**src/rtl/i2cam_pkg.sv**
```systemverilog
`timescale 1ns/1ps
package i2cam_pkg;
  typedef enum logic [1:0] {PH_IDLE, PH_FIRST, PH_SECOND} phase_t;

  // strobes from control to datapath
  typedef struct packed {
    logic setMatch;
    logic tenCode;
    logic dirVal;
  } matchCtl_t;

  // comparison results from datapath to control
  typedef struct packed {
    logic pri7;
    logic hdr10;
    logic low10;
    logic sec;
  } hitVec_t;
endpackage

```
**src/rtl/i2cam_datapath.sv**
```systemverilog
`timescale 1ns/1ps
module i2cam_datapath
  import i2cam_pkg::*;
#(
  parameter int CFG_W    = 16,
  parameter int STAT_W   = 24,
  parameter int CLR_W    = 8,
  parameter int EN_BIT   = 15,
  parameter int MODE_BIT = 10,
  parameter int MASK_LSB = 8,
  parameter int MASK_W   = 3,
  parameter int CODE_LSB = 17,
  parameter int DIR_BIT  = 16,
  parameter int FLAG_BIT = 3,
  parameter int CLR_BIT  = 3
) (
  input  logic              clk,
  input  logic              rstN,
  input  logic [CFG_W-1:0]  priCfg,
  input  logic [CFG_W-1:0]  secCfg,
  input  logic [7:0]        byteData,
  input  logic              clrStrobe,
  input  logic [CLR_W-1:0]  clrBits,
  input  matchCtl_t         ctl,
  output hitVec_t           hits,
  output logic              rwBit,
  output logic              matchFlag,
  output logic [STAT_W-1:0] statusWord
);
  localparam int CODE_W = 7;
  localparam logic [MASK_W-1:0] MASK_OFF = {MASK_W{1'b1}};
  localparam logic [4:0] TEN_PREFIX = 5'b11110;

  logic              priOn, priTen, secOn;
  logic [CODE_W-1:0] rxAddr, hdrCode, careBit, secDiff;
  logic [MASK_W-1:0] secMask;
  logic [CODE_W-1:0] codeQ;
  logic              dirQ;

  assign priOn   = priCfg[EN_BIT];
  assign priTen  = priCfg[MODE_BIT];
  assign secOn   = secCfg[EN_BIT];
  assign secMask = secCfg[MASK_LSB +: MASK_W];
  assign rxAddr  = byteData[7:1];
  assign rwBit   = byteData[0];
  assign hdrCode = {TEN_PREFIX, priCfg[9:8]};

  // per-bit care vector for the secondary mask
  for (genvar gi = 0; gi < CODE_W; gi++) begin : g_care
    assign careBit[gi] = (secMask <= MASK_W'(gi));
  end

  assign secDiff    = (rxAddr ^ secCfg[7:1]) & careBit;
  assign hits.sec   = secOn && (secMask != MASK_OFF) && (secDiff == '0);
  assign hits.pri7  = priOn && !priTen && (rxAddr == priCfg[7:1]);
  assign hits.hdr10 = priOn && priTen && (rxAddr == hdrCode);
  assign hits.low10 = priOn && priTen && (byteData == priCfg[7:0]);

  always_ff @(posedge clk) begin
    if (!rstN) begin
      matchFlag <= 1'b0;
      codeQ     <= '0;
      dirQ      <= 1'b0;
    end else if (ctl.setMatch) begin
      matchFlag <= 1'b1;
      codeQ     <= ctl.tenCode ? hdrCode : rxAddr;
      dirQ      <= ctl.dirVal;
    end else if (clrStrobe && clrBits[CLR_BIT]) begin
      matchFlag <= 1'b0;
    end
  end

  always_comb begin
    statusWord = '0;
    statusWord[CODE_LSB +: CODE_W] = codeQ;
    statusWord[DIR_BIT]  = dirQ;
    statusWord[FLAG_BIT] = matchFlag;
  end

  AST_FLAG_STICKY: assert property (@(posedge clk) disable iff (!rstN)
    matchFlag && !(clrStrobe && clrBits[CLR_BIT]) |=> matchFlag);
  AST_CODE_HOLD: assert property (@(posedge clk) disable iff (!rstN)
    !ctl.setMatch |=> $stable(codeQ) && $stable(dirQ));
  AST_TEN_FORM: assert property (@(posedge clk) disable iff (!rstN)
    ctl.setMatch && ctl.tenCode |=> codeQ[6:2] == TEN_PREFIX);
endmodule

```
**src/rtl/i2cam_control.sv**
```systemverilog
`timescale 1ns/1ps
module i2cam_control
  import i2cam_pkg::*;
(
  input  logic      clk,
  input  logic      rstN,
  input  logic      startSeen,
  input  logic      stopSeen,
  input  logic      byteValid,
  input  logic      rwBit,
  input  hitVec_t   hits,
  output matchCtl_t ctl,
  output logic      ackValid,
  output logic      ackGo
);
  phase_t phase, nextPhase;
  logic   armed, nextArmed;
  logic   decide, go;

  always_comb begin
    ctl       = '0;
    nextPhase = phase;
    nextArmed = armed;
    decide    = 1'b0;
    go        = 1'b0;
    if (stopSeen) begin
      nextPhase = PH_IDLE;
      nextArmed = 1'b0;
    end else if (startSeen) begin
      nextPhase = PH_FIRST;
    end else if (byteValid) begin
      unique case (phase)
        PH_FIRST: begin
          decide    = 1'b1;
          nextPhase = PH_IDLE;
          if (hits.pri7) begin
            go = 1'b1;
            ctl.setMatch = 1'b1;
            ctl.dirVal   = rwBit;
          end else if (hits.hdr10 && !rwBit) begin
            go        = 1'b1;
            nextArmed = 1'b0;
            nextPhase = PH_SECOND;
          end else if (hits.hdr10 && armed) begin
            go = 1'b1;
            ctl.setMatch = 1'b1;
            ctl.tenCode  = 1'b1;
            ctl.dirVal   = 1'b1;
          end else if (hits.sec) begin
            go = 1'b1;
            ctl.setMatch = 1'b1;
            ctl.dirVal   = rwBit;
          end
        end
        PH_SECOND: begin
          decide    = 1'b1;
          nextPhase = PH_IDLE;
          nextArmed = hits.low10;
          if (hits.low10) begin
            go = 1'b1;
            ctl.setMatch = 1'b1;
            ctl.tenCode  = 1'b1;
            ctl.dirVal   = 1'b0;
          end
        end
        default: ;
      endcase
    end
  end

  always_ff @(posedge clk) begin
    if (!rstN) begin
      phase    <= PH_IDLE;
      armed    <= 1'b0;
      ackValid <= 1'b0;
      ackGo    <= 1'b0;
    end else begin
      phase    <= nextPhase;
      armed    <= nextArmed;
      ackValid <= decide;
      ackGo    <= go;
    end
  end

  AST_STOP_FORGETS: assert property (@(posedge clk) disable iff (!rstN)
    stopSeen |=> phase == PH_IDLE && !armed);
  AST_ACK_ADDR_ONLY: assert property (@(posedge clk) disable iff (!rstN)
    ackValid |-> $past(byteValid) && $past(phase) != PH_IDLE);
  AST_ACK_PULSE: assert property (@(posedge clk) disable iff (!rstN)
    ackValid |=> !ackValid);
endmodule

```
**src/rtl/i2c_addr_match.sv**
```systemverilog
`timescale 1ns/1ps
module i2c_addr_match
  import i2cam_pkg::*;
(
  input  logic        clk,
  input  logic        rstN,
  input  logic [15:0] priCfg,
  input  logic [15:0] secCfg,
  input  logic        startSeen,
  input  logic        stopSeen,
  input  logic        byteValid,
  input  logic [7:0]  byteData,
  input  logic        clrStrobe,
  input  logic [7:0]  clrBits,
  output logic [23:0] statusWord,
  output logic        ackValid,
  output logic        ackGo,
  output logic        sclHold
);
  matchCtl_t ctl;
  hitVec_t   hits;
  logic      rwBit, matchFlag;

  i2cam_control u_ctl (
    .clk(clk), .rstN(rstN), .startSeen(startSeen), .stopSeen(stopSeen),
    .byteValid(byteValid), .rwBit(rwBit), .hits(hits), .ctl(ctl),
    .ackValid(ackValid), .ackGo(ackGo)
  );

  i2cam_datapath u_dp (
    .clk(clk), .rstN(rstN), .priCfg(priCfg), .secCfg(secCfg),
    .byteData(byteData), .clrStrobe(clrStrobe), .clrBits(clrBits),
    .ctl(ctl), .hits(hits), .rwBit(rwBit), .matchFlag(matchFlag),
    .statusWord(statusWord)
  );

  assign sclHold = matchFlag;

  AST_MATCH_ACKED: assert property (@(posedge clk) disable iff (!rstN)
    $rose(matchFlag) |-> ackValid && ackGo);
  AST_NACK_KEEPS: assert property (@(posedge clk) disable iff (!rstN)
    ackValid && !ackGo |-> !$rose(matchFlag));
endmodule

```
**config.mk**
```make
export PLATFORM = sky130hd
export DESIGN_NAME = i2c_addr_match
export DESIGN_NICKNAME = d
export VERILOG_FILES = /design/src/rtl/i2cam_pkg.sv /design/src/rtl/i2cam_datapath.sv /design/src/rtl/i2cam_control.sv /design/src/rtl/i2c_addr_match.sv
export SDC_FILE = /design/constraint.sdc
export NUM_CORES = 1
export LEC_CHECK = 0
export BUFFER_PORTS_ARGS = -buffer_cell sky130_fd_sc_hd__buf_2
export CAP_MARGIN = 25
export CORE_UTILIZATION = 42
export CTS_CLUSTER_SIZE = 8
export DETAILED_ROUTE_END_ITERATION = 16
export PLACE_DENSITY_LB_ADDON = 0.15
export RECOVER_POWER = 25
export SYNTH_ARGS = -nofsm -noshare
export SYNTH_HDL_FRONTEND = slang
export SYNTH_HIERARCHICAL = 1
export SYNTH_SLANG_ARGS = --single-unit
```
**constraint.sdc**
```tcl
create_clock -name clk -period 4.2 [get_ports clk]
set_clock_uncertainty 0.05 [all_clocks]
set_input_delay 0.63 -clock clk [delete_from_list [all_inputs] [get_ports clk]]
set_output_delay 0.63 -clock clk [all_outputs]
set_load 0.02 [all_outputs]
```
### Word-level counts from Yosys, hierarchy flattened

Index checks and enable logic that the tools add are counted.
W data, S select, Z words.

| word-level totals | value |
|---|---|
| register bits | 14 |
| bits in latches | 0 |
| memory bits (writable) | 0 |
| bits in read-only memories | 0 |
| input port bits | 54 |
| output and inout port bits | 27 |
| word-level logic and storage cells | 82 |
| memories | 0 |

| operators by class | value |
|---|---|
| $add $sub $neg | 0 |
| $mul | 0 |
| divide/modulo/power cells | 0 |
| magnitude comparators | 7 |
| equal/unequal tests | 8 |
| shifts and indexed selects | 0 |
| muxes and demuxes | 30 |
| bitwise operators | 5 |
| reduce and logical (&&, ||, !) cells | 24 |

Operators by type and width:

| cell | number |
|---|---|
| $mux W1 | 18 |
| $mux W3 | 5 |
| $eq A7 B7 Y1 | 2 |
| $logic_and A1 B1 Y1 | 10 |
| $le A3 B3 Y1 const B | 3 |
| $eq A8 B8 Y1 | 1 |
| $and A7 B7 Y7 | 1 |
| $logic_not A7 Y1 | 1 |
| $mux W7 | 1 |
| $xor A7 B7 Y7 | 1 |
| $le A3 B1 Y1 const B | 2 |
| $le A3 B2 Y1 const B | 2 |
| $pmux W3 S2 | 1 |
| $reduce_bool A2 Y1 | 3 |
| $reduce_and A5 Y1 | 1 |
| $mux W2 | 2 |
| $pmux W1 S2 | 2 |
| $pmux W2 S2 | 1 |
| $reduce_and A2 Y1 | 2 |
| $reduce_or A2 Y1 | 2 |
| $reduce_or A4 Y1 | 1 |
| $ne A3 B3 Y1 const B | 1 |
| $not A1 Y1 | 3 |
| $reduce_bool A3 Y1 | 1 |
| other kinds (6) | 7 |

### Longest topological paths before layout

Gate-level depths: netlist of run 1.

| logic depth | value |
|---|---|
| depth in word-level cells | 13 |
| depth in mapped cells | 11 |
| depth with buffers taken out | 10 |

### By module

Netlist of run 1, hierarchy kept.

By module, submodules not included:

| module | times used | cells each | area an instance (µm²) | seq. area each (µm²) |
|---|---|---|---|---|
| i2cam_datapath | 1 | 92 | 745.7 | 180.2 |
| i2cam_control | 1 | 38 | 310.3 | 100.1 |

### Worst setup path after synthesis of run 1

No wires, ideal clock.

| timing path | value |
|---|---|
| kind | input to register |
| start | in byteData[6] |
| end | reg u_dp.codeQ[0] |
| setup time | 0.116 ns |
| arrival | 2.313 ns |
| data required time | 4.034 ns |
| path slack | 1.721 ns |
| cell stages on the path | 11 |
| path buffers | 2 |
| cells stage by stage | xor2_1 > nor4_1 > nand4_1 > nor3b_2 > or3b_1 > nand3_1 > a21oi_1 > clkbuf_1 > buf_2 > nand2_1 > o211a_1 |

RTL lines:

| element | RTL line | source |
|---|---|---|
| start, declared | i2c_addr_match.sv:12 | `input logic [7:0] byteData,` |
| end signal, assigned | i2cam_datapath.sv:66 | `codeQ <= ctl.tenCode ? hdrCode : rxAddr;` |
| end, declared | i2cam_datapath.sv:37 | `logic [CODE_W-1:0] codeQ;` |

==> flow_summary_export.csv, run 1 <==
group,metric,value,unit
run_status,status,"finished, final reports clean",
routing,drc,0,
cells_and_area,post-route-cell-area,1270,um^2
sta,setup-tns-final,0,ps
clock_network,htreeDepth,1,
clock_network,cts_tree,"built",
clock_network,cts-buffers-inserted,3,
grt,overflow,0,
floorplan,ios,81,
hold_path,min_to,"u_dp/codeQ[0]",
cells_and_area,multi_input_area,658,um^2
synth,syn-cell-area,1060,um^2
sta,final_max_slew_viol_count,0,
setup_path,required,4330,ps
synth,ys.flop_type,"dfxtp_1",
grt,grt_pass1_vias,913,
synth,netlist-cell-type-count,35,
routing,routed_via_density,4.94,
sta,setup_ws,1740,ps
hold_path,hold_depth,1,
cells_and_area,final_cell_mix,"buf_2 (45), conb_1 (15), dfxtp_1 (14), nor2_1 (10), a21oi_1 (10)",
setup_path,rr_startpoint,"u_ctl/phase[0]",
synth,synthCells,130,
routing,ant_nets,0,
setup_path,reg2reg_setup_slack,1970,ps
floorplan,die_h,52.1,um
placed_design,place_hpwl,1890,um
sta,period_share,0.586,
synth,synth_top_cell_area_share,0.265,
floorplan,start_util,0.460,
floorplan,core-area,2300,um^2
power,p_leak,0.579,nW
synth,async_flop_share,0,
floorplan,die_w,52.1,um
hold_path,hold_path.class,"flip-flop to flip-flop",
cells_and_area,nets,234,
setup_path,critPathKind,"primary input to flip-flop",
grt,antenna_found_initial,0,
cells_and_area,syn2layout_area_growth,20.5,%
power,ir_drop,155,uV
routing,num_vias,1012,
setup_path,cp.arrival,2590,ps
cells_and_area,diodes,0,
grt,grt_util_met3,0.0409,
routing,drt_pass1_iterations,4,
setup_path,end_kind,"flip-flop",
placed_design,place_ws,1400,ps
clock_network,clockBufferDepth,2,
cells_and_area,fillers,229,
synth,ys_ff_latch,14,
synth,syn_avg_cell_area,8.12,um^2
clock_network,cts_resized,0,
placed_design,gp_congestion,0.768,
cells_and_area,regArea,280,um^2
grt,grt_max_degree,17,
sta,hold_viol,0,
synth,seq_area_frac_synth,0.265,
routing,wl_per_cell,11.4,um
placed_design,place_area,1250,um^2
floorplan,rows,17,
grt,gr-usage-met2,0.321,
grt,busiest_layer,"met2",
sta,fin_crit,2460,ps
synth,synth.area.top_cells,"dfxtp_1 (27%), buf_4 (13%), xnor2_1 (7.5%)",
job,maxCapViolCount,0,
clock_network,insertion_delay,280,ps
hold_path,hold_start,"u_dp/codeQ[0]",
clock_network,postCtsSetupBuffers,0,
floorplan,dieArea,2720,um^2
setup_path,reg2reg_to,"u_dp/codeQ[1]",
power,power.density,232,nW/um^2
routing,routed_wl,2340,um
cells_and_area,final_common_cell,"buf_2",
clock_network,cts.sinks,14,
cells_and_area,drive_gt1_frac,0.299,
clock_network,cts_hold_buf,0,
sta,clock.fmax,0.406,GHz
grt,grtUsageTotal,0.184,
routing,drt_iter0_drc,15,
synth,ys_warn_count,6,
clock_network,clkTransAtPathRegs,90,ps
grt,use_met1,0.218,
grt,grt_pass1_wl,3710,um
setup_path,cp_max_fo,7,
setup_path,reg2reg_depth,8,
synth,yosys.area.top_type,"dfxtp_1",
clock_network,cts-root-buf,"clkbuf_4",
sta,setup_viol,0,
setup_path,critPathLaunchType,"primary input",
sta,rsz0062_at_grt,"false",
synth,synth-edff-count,0,
placed_design,numPortBuffers,49,
## layout make-up
| class | instances | share of cell area |
|---|---|---|
| multi-input cells | 105 | 0.517 |
| clock buffers | 4 | 0.0285 |
| inverters | 4 | 0.0118 |
| well taps | 28 | 0.0275 |
| flip-flops and latches | 14 | 0.220 |
| repair buffers | 50 | 0.195 |
## where the power goes
group          internal [W]  switching (W)
clock network     0.0000528      0.0000431
registers          0.000133    0.000000380
logic             0.0000275      0.0000386
total              0.000213      0.0000821
## per-layer routing
layer	up-vias	share of wire
li1	507	-
met1	453	0.44
met2	50	0.46
met3	2	0.090
met4	0	0.0081
met5	-	0
## metrics by stage
step | std cells | hold slack, ps | util | total power, W
2_1_floorplan | 144 | 409 | - | 0.000184
3_3_place_gp | 201 | 409 | 0.544 | 0.000202
3_5_place_dp | 201 | 416 | 0.544 | 0.000203
4_1_cts | 205 | 437 | 0.559 | 0.000301
5_1_grt | 205 | 473 | 0.554 | 0.000315
6_report | 205 | 434 | 0.554 | 0.000296
## state kept, by name, indices dropped and copies added, names as in the netlist
signal and flops:
u_dp/codeQ 7, u_ctl/phase 2, u_ctl/ackGo 1, u_ctl/ackValid 1, u_ctl/armed 1, u_dp/dirQ 1
u_dp/matchFlag 1
## cell usage after synthesis (all sizes together), types with 3 or more instances
library cell / number
buf: 19
dfxtp: 14
a21oi: 10
nor2: 10
nand2: 9
xnor2: 9
xor2: 8
o21ai: 7
inv: 4
nand3: 4
a211oi: 3
mux2i: 3
nand2b: 3
o211a: 3
## how the worst max path moves through the flow
stage	depth (start not counted)	startpoint	slack, ps	end
2_1_floorplan	11	byteData[6]	1720	u_dp/codeQ[0]
3_3_place_gp	11	byteData[6]	1450	u_dp/codeQ[0]
3_5_place_dp	9	byteData[3]	1400	u_dp/codeQ[1]
4_1_cts	9	byteData[3]	1710	u_dp/codeQ[1]
5_1_grt	11	byteData[6]	1440	u_dp/codeQ[1]
6_report	9	byteData[3]	1740	u_dp/codeQ[1]
## cells by family after synthesis
group	after synthesis	synth area share
AO/OA/AOI/OAI	29	0.180
XOR/XNOR	17	0.141
adder cells (fa/ha/maj)	2	0.0237
buffers and inverters	25	0.154
flip-flops	14	0.265
multiplexers	4	0.0391
other	1	0.00355
AND/OR/NAND/NOR	38	0.193
## worst max-delay path, cell delays in order
cell and delay (ps):
buf_2 140, nand4b_1 180, nor4_1 400, nand2_1 130, o31a_1 300, nor2_1 360, mux2i_1 260, nand2_1 70
o211a_1 110
(Power assumes the default switching activity.)
==> inputs of run 2 (changes only) <==
--- a/config.mk
+++ b/config.mk
@@ -5,9 +5,10 @@
 export SDC_FILE = /design/constraint.sdc
 export NUM_CORES = 1
 export LEC_CHECK = 0
+export ABC_AREA = 1
 export BUFFER_PORTS_ARGS = -buffer_cell sky130_fd_sc_hd__buf_2
 export CAP_MARGIN = 25
-export CORE_UTILIZATION = 42
+export CORE_UTILIZATION = 37
 export CTS_CLUSTER_SIZE = 8
 export DETAILED_ROUTE_END_ITERATION = 16
 export PLACE_DENSITY_LB_ADDON = 0.15
==> constraint.sdc (replaced) <==
create_clock -name clk -period 2.2 [get_ports clk]
set_clock_uncertainty 0.05 [all_clocks]
set_input_delay 0.33 -clock clk [delete_from_list [all_inputs] [get_ports clk]]
set_output_delay 0.33 -clock clk [all_outputs]
set_load 0.02 [all_outputs]
==> flow_summary_export.csv, run 2 <==
group,metric,value,unit
run_status,status,"finished, final reports clean",
cells_and_area,largestRegisters,"u_dp/codeQ: 7 flops, u_ctl/phase: 2 flops",
synth,synthCells,198,
setup_path,critPathKind,"primary input to flip-flop",
hold_path,hold_depth,3,
setup_path,reg2reg_setup_slack,400,ps
routing,wl_per_cell,8.52,um
setup_path,critPathLaunchType,"primary input",
clock_network,cts-root-buf,"clkbuf_4",
floorplan,ios,81,
grt,grt_pass1_vias,1044,
clock_network,postCtsSetupBuffers,0,
grt,overflow,0,
sta,rsz0062_at_grt,"false",
clock_network,cts-buffers-inserted,3,
routing,drt_pass1_iterations,4,
cells_and_area,fin_cells,294,
floorplan,rows,20,
routing,routed_wl,2510,um
placed_design,post-place-cells,290,
setup_path,reg2reg_depth,10,
synth,yosys.area.top_type,"dfxtp_1",
synth,synth-edff-count,0,
sta,final_max_slew_viol_count,0,
sta,period_share,0.844,
setup_path,cp.arrival,2030,ps
cells_and_area,final_cell_mix,"nand2_1 (53), buf_2 (43), inv_1 (31), nor2_1 (23), conb_1 (15)",
setup_path,cp_max_fo,5,
routing,drc,0,
power,ir_drop,122,uV
cells_and_area,largest-register,"u_dp/codeQ",
floorplan,die_h,58.8,um
power,power.density,400,nW/um^2
routing,routed_via_density,4.17,
hold_path,hold_path.class,"primary input to flip-flop",
sta,setup_viol,0,
cells_and_area,syn2layout_area_growth,22.2,%
routing,num_vias,1225,
cells_and_area,nets,307,
routing,drt_iter0_drc,23,
hold_path,min_to,"u_ctl/phase[0]",
grt,grtUsageTotal,0.152,
clock_network,clkTransAtPathRegs,90,ps
setup_path,worst_path_most_repeated_cell,"nand2_1",
setup_path,max_stage_delay,220,ps
sta,whs,245,ps
placed_design,numPortBuffers,49,
clock_network,cts_resized,0,
grt,antenna_found_initial,0,
cells_and_area,largest_register_ff_count,7,
grt,grt_pass1_wl,4070,um
synth,synth.area.top_cells,"dfxtp_1 (23%), nand2_1 (17%), buf_4 (11%)",
synth,netlist-cell-type-count,26,
floorplan,die_w,58.8,um
sta,setup-tns-final,0,ps
setup_path,reg2reg_to,"u_dp/codeQ[2]",
setup_path,critPathTopFamily,"simple AND/OR/NAND/NOR gates",
setup_path,end_kind,"flip-flop",
hold_path,hold_start,"startSeen",
setup_path,rr_startpoint,"u_ctl/phase[0]",
clock_network,clockBufferDepth,2,
clock_network,cts.sinks,14,
synth,ys_ff_latch,14,
setup_path,cp.buffers_inverters,4,
synth,seq_area_frac_synth,0.235,
placed_design,gp_congestion,0.793,
grt,grt_max_degree,12,
synth,syn-cell-area,1190,um^2
floorplan,start_util,0.391,
cells_and_area,diodes,0,
power,power.total,0.000584,W
sta,hold_viol,0,
synth,synth_top_cell_area_share,0.235,
synth,syn_avg_cell_area,6.03,um^2
clock_network,insertion_delay,280,ps
sta,clock.fmax,0.538,GHz
synth,async_flop_share,0,
job,maxCapViolCount,0,
clock_network,cts_tree,"built",
synth,ys.flop_type,"dfxtp_1",
clock_network,cts_hold_buf,0,
placed_design,place_hpwl,2120,um
routing,ant_nets,0,
setup_path,crit_chain,"buf_2, inv_1, nand2_1, nand2_1, nand2_1, nor2_1, nand2_1, nor2_1, nor2_1, nand2_1, nand3_1, a21oi_1, inv_2, or2_1, clkinv_2, nand2_2, a21oi_2",
cells_and_area,final_common_cell,"nand2_1",
cells_and_area,drive_gt1_frac,0.252,
setup_path,required,2380,ps
sta,fin_crit,1860,ps
clock_network,htreeDepth,1,
floorplan,dieArea,3460,um^2
synth,synthTopCellsByCount,"nand2_1 (53), inv_1 (31), nor2_1 (23), buf_4 (18), dfxtp_1 (14)",
power,p_leak,0.836,nW
synth,ys_warn_count,6,
setup_path,cp_slowest_cell,"or2_1",
synth,yosysMostFrequentCell,"nand2_1",
floorplan,core-area,3050,um^2
run 2: cell count changes after synthesis, sizes merged, moves of 4 or more:
cell	change
inv	+30
o211ai	+5
nand2	+45
nor2	+16
nand3	+4
xnor2	-8
run 2: kinds of logic after synthesis:
logic type / Yosys count / synth area share
other: 1 / 0.00314
adders and majority gates: 2 / 0.0209
buffers and inverters: 54 / 0.234
DFF: 14 / 0.235
AOI/OAI and AO/OA: 23 / 0.110
and+or+nand+nor: 97 / 0.347
xor gates and xnor gates: 7 / 0.0513
run 2: where the power goes:
group	switching (W)	total, W	internal [W]
logic	0.0000883	0.000142	0.0000533
registers	0.000000705	0.000255	0.000255
clock network	0.0000864	0.000187	0.000101
run 2: worst max-delay path by stage:
stage | from | end | slack (ps) | cells past startpoint
final | byteData[3] | u_dp/codeQ[2] | 340 | 17
after global routing | byteData[3] | u_dp/codeQ[2] | 140 | 17
after CTS | byteData[3] | u_dp/codeQ[2] | 350 | 17
after detailed placement | byteData[3] | u_dp/codeQ[2] | 50 | 17
after global placement | byteData[3] | u_dp/codeQ[2] | 60 | 17
after floorplan | byteData[3] | u_dp/codeQ[2] | 290 | 17
run 2: final cells by class:
class / count / area (um^2)
Timing Repair Buffer: 53 / 268
Tap cell: 44 / 55.1
Multi-Input combinational cell: 144 / 688
Clock buffer: 4 / 36.3
Fill cell: 362 / 1590
Inverter: 35 / 133
Sequential cell: 14 / 280
run 2: metrics by stage:
stage          worst slack, ps  instance area, um^2   util
2_1_floorplan              287                 1250      -
3_3_place_gp              56.6                 1430  0.469
3_5_place_dp              49.5                 1430  0.469
4_1_cts                    348                 1470  0.481
5_1_grt                    141                 1460  0.478
6_report                   343                 1460  0.478
run 2: worst register-to-register path: cells and delay by family (launching register included):
family	cells	cell delay (ps)
AND/OR/NAND/NOR	4	560
flip-flops	1	340
adder cells (fa/ha/maj)	1	300
AO/OA/AOI/OAI	2	300
buffers and inverters	3	200
run 2: routing by layer:
| metal | GRT usage | vias up | routed length, um |
|---|---|---|---|
| li1 | - | 680 | - |
| met4 | 0.0510 | 0 | 0 |
| met1 | 0.199 | 504 | 1260 |
| met2 | 0.253 | 41 | 1100 |
| met5 | 0 | - | 0 |
| met3 | 0.0242 | 0 | 139 |
